<file path="config.mk">
export PLATFORM = sky130hd
export DESIGN_NAME = cmt_channel
export DESIGN_NICKNAME = d
export VERILOG_FILES = /design/src/rtl/cmt_pkg.sv /design/src/rtl/cmt_prescaler.sv /design/src/rtl/cmt_counter.sv /design/src/rtl/cmt_ctrl.sv /design/src/rtl/cmt_channel.sv
export SDC_FILE = /design/constraint.sdc
export NUM_CORES = 1
export LEC_CHECK = 0
export ABC_AREA = 1
export CORE_MARGIN = 4
export CORE_UTILIZATION = 37
export DETAILED_ROUTE_END_ITERATION = 16
export PLACE_DENSITY = 0.64
export SLEW_MARGIN = 20
export SYNTH_ARGS = -nofsm -noshare
export SYNTH_HDL_FRONTEND = slang
export SYNTH_SLANG_ARGS = --single-unit
</file>
<file path="constraint.sdc">
create_clock -name clk -period 1.7 [get_ports clk]
set_clock_uncertainty 0.1 [all_clocks]
set_input_delay 0.51 -clock clk [delete_from_list [all_inputs] [get_ports clk]]
set_output_delay 0.51 -clock clk [all_outputs]
set_load 0.03 [all_outputs]
</file>
<file path="src/rtl/cmt_pkg.sv">
// Shared types for the compare-match timer channel.
// Assumes: the word index decoded from the bus address is two bits wide.
package cmt_pkg;

    typedef enum logic [1:0] {
        SEL_CTRL  = 2'd0,
        SEL_COUNT = 2'd1,
        SEL_MATCH = 2'd2,
        SEL_NONE  = 2'd3
    } cmt_sel_e;

    // Prescale factor for a clock-select code: 8 * 4^code.
    function automatic logic [31:0] tick_div(input logic [1:0] code);
        return 32'd8 << {code, 1'b0};
    endfunction

endpackage

</file>
<file path="src/rtl/cmt_prescaler.sv">
// Prescaler: emits one tick pulse every tick_div(cks) clocks while run is high.
// Assumes: PRE_W holds the largest divisor minus one (511). It clears whenever stopped.
module cmt_prescaler
    import cmt_pkg::*;
#(
    parameter int PRE_W = 9
) (
    input  logic       clk,
    input  logic       rst_n,
    input  logic       run,
    input  logic [1:0] cks,
    output logic       tick
);

    logic [PRE_W-1:0] pre_q;
    logic [PRE_W-1:0] lim;
    logic [31:0]      div_full;

    // Terminal count for the selected factor.
    always_comb begin
        div_full = tick_div(cks) - 32'd1;
        lim      = div_full[PRE_W-1:0];
    end

    assign tick = run && (pre_q >= lim);

    // Divider state: cleared when stopped or on a tick, otherwise counts.
    always_ff @(posedge clk) begin
        if (!rst_n) begin
            pre_q <= '0;
        end else if (!run || tick) begin
            pre_q <= '0;
        end else begin
            pre_q <= pre_q + 1'b1;
        end
    end

    logic div_unused;
    assign div_unused = ^div_full[31:PRE_W];


    tick_spacing_chk: assert property (@(posedge clk) disable iff (!rst_n)
        tick |=> !tick);


    stopped_clear_chk: assert property (@(posedge clk) disable iff (!rst_n)
        !run |=> pre_q == '0);

endmodule

</file>
<file path="src/rtl/cmt_counter.sv">
// Counter and compare register pair. Counts on tick, returns to zero after
// the compare value or after all ones. Reports match and wrap pulses.
// Assumes: a counter load beats a tick in the same cycle.
module cmt_counter #(
    parameter int CNT_W = 16
) (
    input  logic             clk,
    input  logic             rst_n,
    input  logic             tick,
    input  logic             cnt_we,
    input  logic             cmp_we,
    input  logic [CNT_W-1:0] wr_val,
    output logic [CNT_W-1:0] cnt_q,
    output logic [CNT_W-1:0] cmp_q,
    output logic             hit,
    output logic             wrap
);

    localparam logic [CNT_W-1:0] TOP = '1;

    logic step;
    assign step = tick && !cnt_we;
    assign hit  = step && (cnt_q == cmp_q);
    assign wrap = step && (cnt_q != cmp_q) && (cnt_q == TOP);

    // Counter: direct load, or advance with return to zero on match/top.
    always_ff @(posedge clk) begin
        if (!rst_n) begin
            cnt_q <= '0;
        end else if (cnt_we) begin
            cnt_q <= wr_val;
        end else if (tick) begin
            if (cnt_q == cmp_q || cnt_q == TOP) begin
                cnt_q <= '0;
            end else begin
                cnt_q <= cnt_q + 1'b1;
            end
        end
    end

    // Compare register: reset to all ones, loaded by write.
    always_ff @(posedge clk) begin
        if (!rst_n) begin
            cmp_q <= '1;
        end else if (cmp_we) begin
            cmp_q <= wr_val;
        end
    end


    hit_restart_chk: assert property (@(posedge clk) disable iff (!rst_n)
        hit |=> cnt_q == '0);


    cnt_load_chk: assert property (@(posedge clk) disable iff (!rst_n)
        cnt_we |=> cnt_q == $past(wr_val));


    cmp_load_chk: assert property (@(posedge clk) disable iff (!rst_n)
        cmp_we |=> cmp_q == $past(wr_val));

endmodule

</file>
<file path="src/rtl/cmt_ctrl.sv">
// Control/status and run-bit logic: writable control field, sticky flags with
// write-zero clear, interrupt gating, and this channel's bit of the shared
// start/stop register.
// Assumes: CH_IDX < 16. The wrap flag exists only when CNT_W is 32.
module cmt_ctrl #(
    parameter int CNT_W  = 16,
    parameter int CH_IDX = 0
) (
    input  logic        clk,
    input  logic        rst_n,
    input  logic        csr_we,
    input  logic        shr_we,
    input  logic [15:0] wr16,
    input  logic        hit,
    input  logic        wrap,
    output logic        run,
    output logic [1:0]  cks,
    output logic        irq,
    output logic [15:0] csr_rd
);

    localparam bit WIDE      = (CNT_W == 32);
    localparam int MATCH_BIT = WIDE ? 15 : 7;
    localparam int OVF_BIT   = 14;
    localparam int IE_BIT    = WIDE ? 5 : 6;
    localparam int CTL_W     = WIDE ? 14 : 7;

    logic [CTL_W-1:0] ctl_q;
    logic             flag_m_q;
    logic             flag_o;

    // Writable control field.
    always_ff @(posedge clk) begin
        if (!rst_n) begin
            ctl_q <= '0;
        end else if (csr_we) begin
            ctl_q <= wr16[CTL_W-1:0];
        end
    end

    // Match flag: a hit sets it and wins over a clearing write.
    always_ff @(posedge clk) begin
        if (!rst_n) begin
            flag_m_q <= 1'b0;
        end else if (hit) begin
            flag_m_q <= 1'b1;
        end else if (csr_we && !wr16[MATCH_BIT]) begin
            flag_m_q <= 1'b0;
        end
    end

    generate
        if (WIDE) begin : g_ovf
            logic flag_o_q;
            // Wrap flag: set by a wrap past all ones, cleared by a write of zero.
            always_ff @(posedge clk) begin
                if (!rst_n) begin
                    flag_o_q <= 1'b0;
                end else if (wrap) begin
                    flag_o_q <= 1'b1;
                end else if (csr_we && !wr16[OVF_BIT]) begin
                    flag_o_q <= 1'b0;
                end
            end
            assign flag_o = flag_o_q;


            ovf_set_chk: assert property (@(posedge clk) disable iff (!rst_n)
                wrap |=> flag_o_q);
        end else begin : g_no_ovf
            assign flag_o = 1'b0;
            logic ovf_unused;
            assign ovf_unused = ^{wrap, wr16[15:8]};
        end
    endgenerate

    // Run bit: takes only this channel's position of the shared register.
    always_ff @(posedge clk) begin
        if (!rst_n) begin
            run <= 1'b0;
        end else if (shr_we) begin
            run <= wr16[CH_IDX];
        end
    end

    // Read image of control/status.
    always_comb begin
        csr_rd            = '0;
        csr_rd[CTL_W-1:0] = ctl_q;
        csr_rd[MATCH_BIT] = flag_m_q;
        csr_rd[OVF_BIT]   = flag_o;
    end

    assign cks = ctl_q[1:0];
    assign irq = flag_m_q && ctl_q[IE_BIT];


    flag_src_chk: assert property (@(posedge clk) disable iff (!rst_n)
        $rose(flag_m_q) |-> $past(hit));


    flag_sticky_chk: assert property (@(posedge clk) disable iff (!rst_n)
        hit |=> flag_m_q);


    flag_drop_chk: assert property (@(posedge clk) disable iff (!rst_n)
        $fell(flag_m_q) |-> $past(csr_we));


    irq_persist_chk: assert property (@(posedge clk) disable iff (!rst_n)
        irq && !csr_we |=> irq);

endmodule

</file>
<file path="src/rtl/cmt_channel.sv">
// Compare-match timer channel top: bus decode, read mux and the three
// sub-blocks (prescaler, counter pair, control/status).
// Assumes: reads are combinational on the address. ADDR_W >= SHIFT + 2.
module cmt_channel
    import cmt_pkg::*;
#(
    parameter int CNT_W  = 16,
    parameter int CH_IDX = 0,
    parameter int ADDR_W = 4
) (
    input  logic              clk,
    input  logic              rst_n,
    input  logic              bus_wr,
    input  logic              bus_shr,
    input  logic [ADDR_W-1:0] bus_addr,
    input  logic [31:0]       bus_wdata,
    output logic [31:0]       bus_rdata,
    output logic              irq
);

    localparam int SHIFT = (CNT_W == 32) ? 2 : 1;
    localparam int PRE_W = 9;

    cmt_sel_e         sel;
    logic             csr_we, cnt_we, cmp_we, shr_we;
    logic             run, tick, hit, wrap;
    logic [1:0]       cks;
    logic [15:0]      csr_rd;
    logic [CNT_W-1:0] cnt_q, cmp_q;

    // Word-index decode from the byte offset.
    always_comb begin
        sel = cmt_sel_e'(bus_addr[SHIFT+1:SHIFT]);
    end

    assign shr_we = bus_wr && bus_shr;
    assign csr_we = bus_wr && !bus_shr && (sel == SEL_CTRL);
    assign cnt_we = bus_wr && !bus_shr && (sel == SEL_COUNT);
    assign cmp_we = bus_wr && !bus_shr && (sel == SEL_MATCH);

    cmt_prescaler #(.PRE_W(PRE_W)) u_pre (
        .clk  (clk),
        .rst_n(rst_n),
        .run  (run),
        .cks  (cks),
        .tick (tick)
    );

    cmt_counter #(.CNT_W(CNT_W)) u_cnt (
        .clk   (clk),
        .rst_n (rst_n),
        .tick  (tick),
        .cnt_we(cnt_we),
        .cmp_we(cmp_we),
        .wr_val(bus_wdata[CNT_W-1:0]),
        .cnt_q (cnt_q),
        .cmp_q (cmp_q),
        .hit   (hit),
        .wrap  (wrap)
    );

    cmt_ctrl #(.CNT_W(CNT_W), .CH_IDX(CH_IDX)) u_ctl (
        .clk   (clk),
        .rst_n (rst_n),
        .csr_we(csr_we),
        .shr_we(shr_we),
        .wr16  (bus_wdata[15:0]),
        .hit   (hit),
        .wrap  (wrap),
        .run   (run),
        .cks   (cks),
        .irq   (irq),
        .csr_rd(csr_rd)
    );

    // Read mux: shared run bit or the selected channel register.
    always_comb begin
        if (bus_shr) begin
            bus_rdata = 32'(run) << CH_IDX;
        end else begin
            case (sel)
                SEL_CTRL:  bus_rdata = {16'h0000, csr_rd};
                SEL_COUNT: bus_rdata = 32'(cnt_q);
                SEL_MATCH: bus_rdata = 32'(cmp_q);
                default:   bus_rdata = '0;
            endcase
        end
    end

    logic bus_unused;
    assign bus_unused = ^{bus_addr, bus_wdata};


    hold_when_stopped_chk: assert property (@(posedge clk) disable iff (!rst_n)
        !run && !cnt_we |=> $stable(cnt_q));


    run_follows_write_chk: assert property (@(posedge clk) disable iff (!rst_n)
        shr_we |=> run == $past(bus_wdata[CH_IDX]));

endmodule

</file>
==> out/metrics.cfg <==
[routing]
drc=0
drt-pass1-iter-count=4
ant_nets=0
avgViaCountPerCell=4.74
wl_um=9870
wl_per_cell_um=13.6
dr_total_vias=3442
drt_first_iter_violations=135

[grt]
antenna_found_initial=0
grt_pass1_vias=3411
grt.overflow.total=0
grt_pass1_wl_um=16400
grt_max_degree=18
gr-usage-all-layers=0.178

[sta]
fin_crit_sh=1.23
rsz0062_at_grt=true
finalSetupTns_ns=-10.44
layout_setup_ws_ns=-0.390
drv_slew=0
setup_viol=42
hold_viol_final=0
final.min_clock_period_ns=2.09
max_freq_ghz=0.478

[clock_tree]
insertion_delay_ns=0.31
cts_root_buf=clkbuf_8
cts_tree=done
clock_sinks=50
cts_buffers=5
clock_path_buffers=2
clk_pin_slew_worst_paths_ns=0.10
htreeDepth=2

[synth]
synthesis.instances=515
synth-seq-cells=50
yosysSeqAreaShare=0.279
ys_types=39
ys_warn_count=0
synth_area_um2=3590
postSynthAreaPerCell_um2=6.98

[setup_path]
reg2reg_depth=12
start_kind=primary input
criticalPathCategory=primary input to output pin
cp.required_ns=1.09
critPathCaptureType=output pin
path_max_fanout=5
cp.arrival_ns=1.48

[placed_design]
dp_cells=707
numPortBuffers=38
dpl_cell_area_um2=4560
gp_congestion=0.821
dp_hpwl_um=7090

[cells_and_area]
fin_cells=726
final_area_um2=5240
layout-drive-gt1-share=0.395
areaGrowthSynthToFinish_pct=45.9
nets=644
antenna_cells=0

[outcome]
violations=setup timing
run_status=finished with violations

[floorplanning]
core_area_um2=9330
rows=35
ios=73
initial_core_util=0.385
dieArea_um2=11300
die_w_um=107
fp.dieH_um=107

[flow_run]
cap_viol_max_count=0

[pwr]
p_total_mw=2.67
total_leakage_power_nw=2.20
power_density_nw_per_um2=509
ir_drop_mv=0.305

[min_path]
min_delay_path_depth=2
hold_class=flip-flop to flip-flop

## worst paths after layout
check / startpoint / endpoint / slack (ns)
setup reg to reg: u_ctl.ctl_q[1]$_SDFFE_PN0P_ / u_cnt.cnt_q[15]$_SDFFE_PN0P_ / -0.26
hold reg to reg: u_cnt.cmp_q[15]$_SDFFE_PN1P_ / u_cnt.cmp_q[15]$_SDFFE_PN1P_ / 0.41
hold / removal: u_cnt.cmp_q[15]$_SDFFE_PN1P_ / u_cnt.cmp_q[15]$_SDFFE_PN1P_ / 0.41
setup / recovery: bus_addr[1] / bus_rdata[0] / -0.39
## critical path: stages
cell	delay, ns
buf_12	0.11
buf_6	0.11
nor2_4	0.13
clkinv_4	0.11
o221ai_4	0.20
nand2_2	0.10
o21ai_4	0.06
buf_6	0.14
## timing repair
| item | in CTS | in global routing |
|---|---|---|
| setup buffers | 5 | 5 |
| gates resized for setup | 74 | 49 |
| endpoints found under the setup margin | 65 | 51 |
| pin swaps | 24 | 34 |
| gates cloned | 4 | 1 |
| hold buffers | 0 | 0 |
## cells by family after synthesis
kind of cell | after synthesis | synth area share
adders and majority gates | 8 | 0.0279
other | 1 | 0.00104
AOI/OAI and AO/OA | 62 | 0.111
xor gates and xnor gates | 24 | 0.0606
and+or+nand+nor | 261 | 0.370
buffers and inverters | 109 | 0.151
DFF | 50 | 0.279
## metal layers
layer,up-vias,global-route usage,share of wire,routed length [µm]
met5,-,0,0,0
met4,0,0.0447,0.0090,89
met3,9,0.0285,0.036,352
met2,66,0.318,0.51,5080
met1,1615,0.223,0.44,4350
li1,1752,-,-,-
## flip-flops by register name, summed over array words and instances (netlist names)
register,count
u_ctl.flag_m_q,1
u_ctl.ctl_q,7
u_cnt.cnt_q,16
u_cnt.cmp_q,16
u_ctl.run,1
u_pre.pre_q,9
## placed cells by master (no fill, tap or decap), types with 8 or more instances in the layout
cell type        netlist  final
dfxtp_1               50     48
nor2_1                34     26
buf_4                 23     39
nand2_2                6     19
conb_1                 1     16
a21oi_2               10     19
xnor2_1               12     12
inv_2                  8     18
buf_12                 1      8
buf_6                  0     26
nor2_4                 7     15
xor2_1                11     11
nand3_1               33     19
o21ai_0               11      9
nand2_4                3     11
a21oi_4                0      9
clkdlybuf4s50_1        0     18
nand2_1              145    123
inv_1                 61     47
o211ai_1              11     11
nand3_4                2      8
nand3_2               11     19
## final cells by class
type / instances / area (µm²)
Timing Repair Buffer: 92 / 935
Multi-Input combinational cell: 372 / 2680
Tap cell: 129 / 161
Clock inverter: 2 / 37.5
Timing Repair inverter: 2 / 28.8
Clock buffer: 6 / 72.6
Fill cell: 829 / 4090
Sequential cell: 50 / 1010
Inverter: 73 / 320
## power breakdown
part	switching (mW)	internal, mW
Combinational	0.339	0.238
Clock	0.420	0.440
Sequential	0.0322	1.20
## Yosys cell counts
library cell    n  area, µm²
nor2_8          4       80.1
nand4_4         1       21.3
o21ai_2         1       8.76
o21ai_0        11       55.1
ha_1            8        100
o211ai_1       11       82.6
buf_2           7       35.0
buf_4          23        173
xor2_2          1       16.3
clkinv_1        1       3.75
nor2_1         34        128
nor3_1          5       25.0
clkbuf_1        4       15.0
a21oi_1        22        110
nor2_2          4       25.0
xnor2_1        12        105
nor3b_2         1       12.5
xor2_1         11       96.3
or2_0           1       6.26
nand2_2         6       37.5
inv_2           8       30.0
a21oi_2        10       87.6
a31oi_1         1       6.26
buf_12          1       20.0
nand2_4         3       33.8
nand4_1         4       25.0
nand3_2        11        110
inv_4           2       12.5
o221ai_1        5       43.8
nor2_4          7       78.8
clkinv_4        1       8.76
o22ai_1         1       6.26
nand3_4         2       35.0
dfxtp_1        50       1000
buf_8           1       15.0
nand3_1        33        165
nand2_1       145        544
inv_1          61        229
conb_1          1       3.75
## per-stage QoR
stage / worst slack (ns) / hold slack (ns) / util
after floorplan: -0.105 / 0.340 / -
after global placement: -0.864 / 0.383 / 0.489
after detailed placement: -0.886 / 0.390 / 0.489
after CTS: -0.411 / 0.417 / 0.538
after global routing: -0.456 / 0.450 / 0.562
final: -0.390 / 0.412 / 0.562
Note: power is estimated with default switching activity, not from simulation.
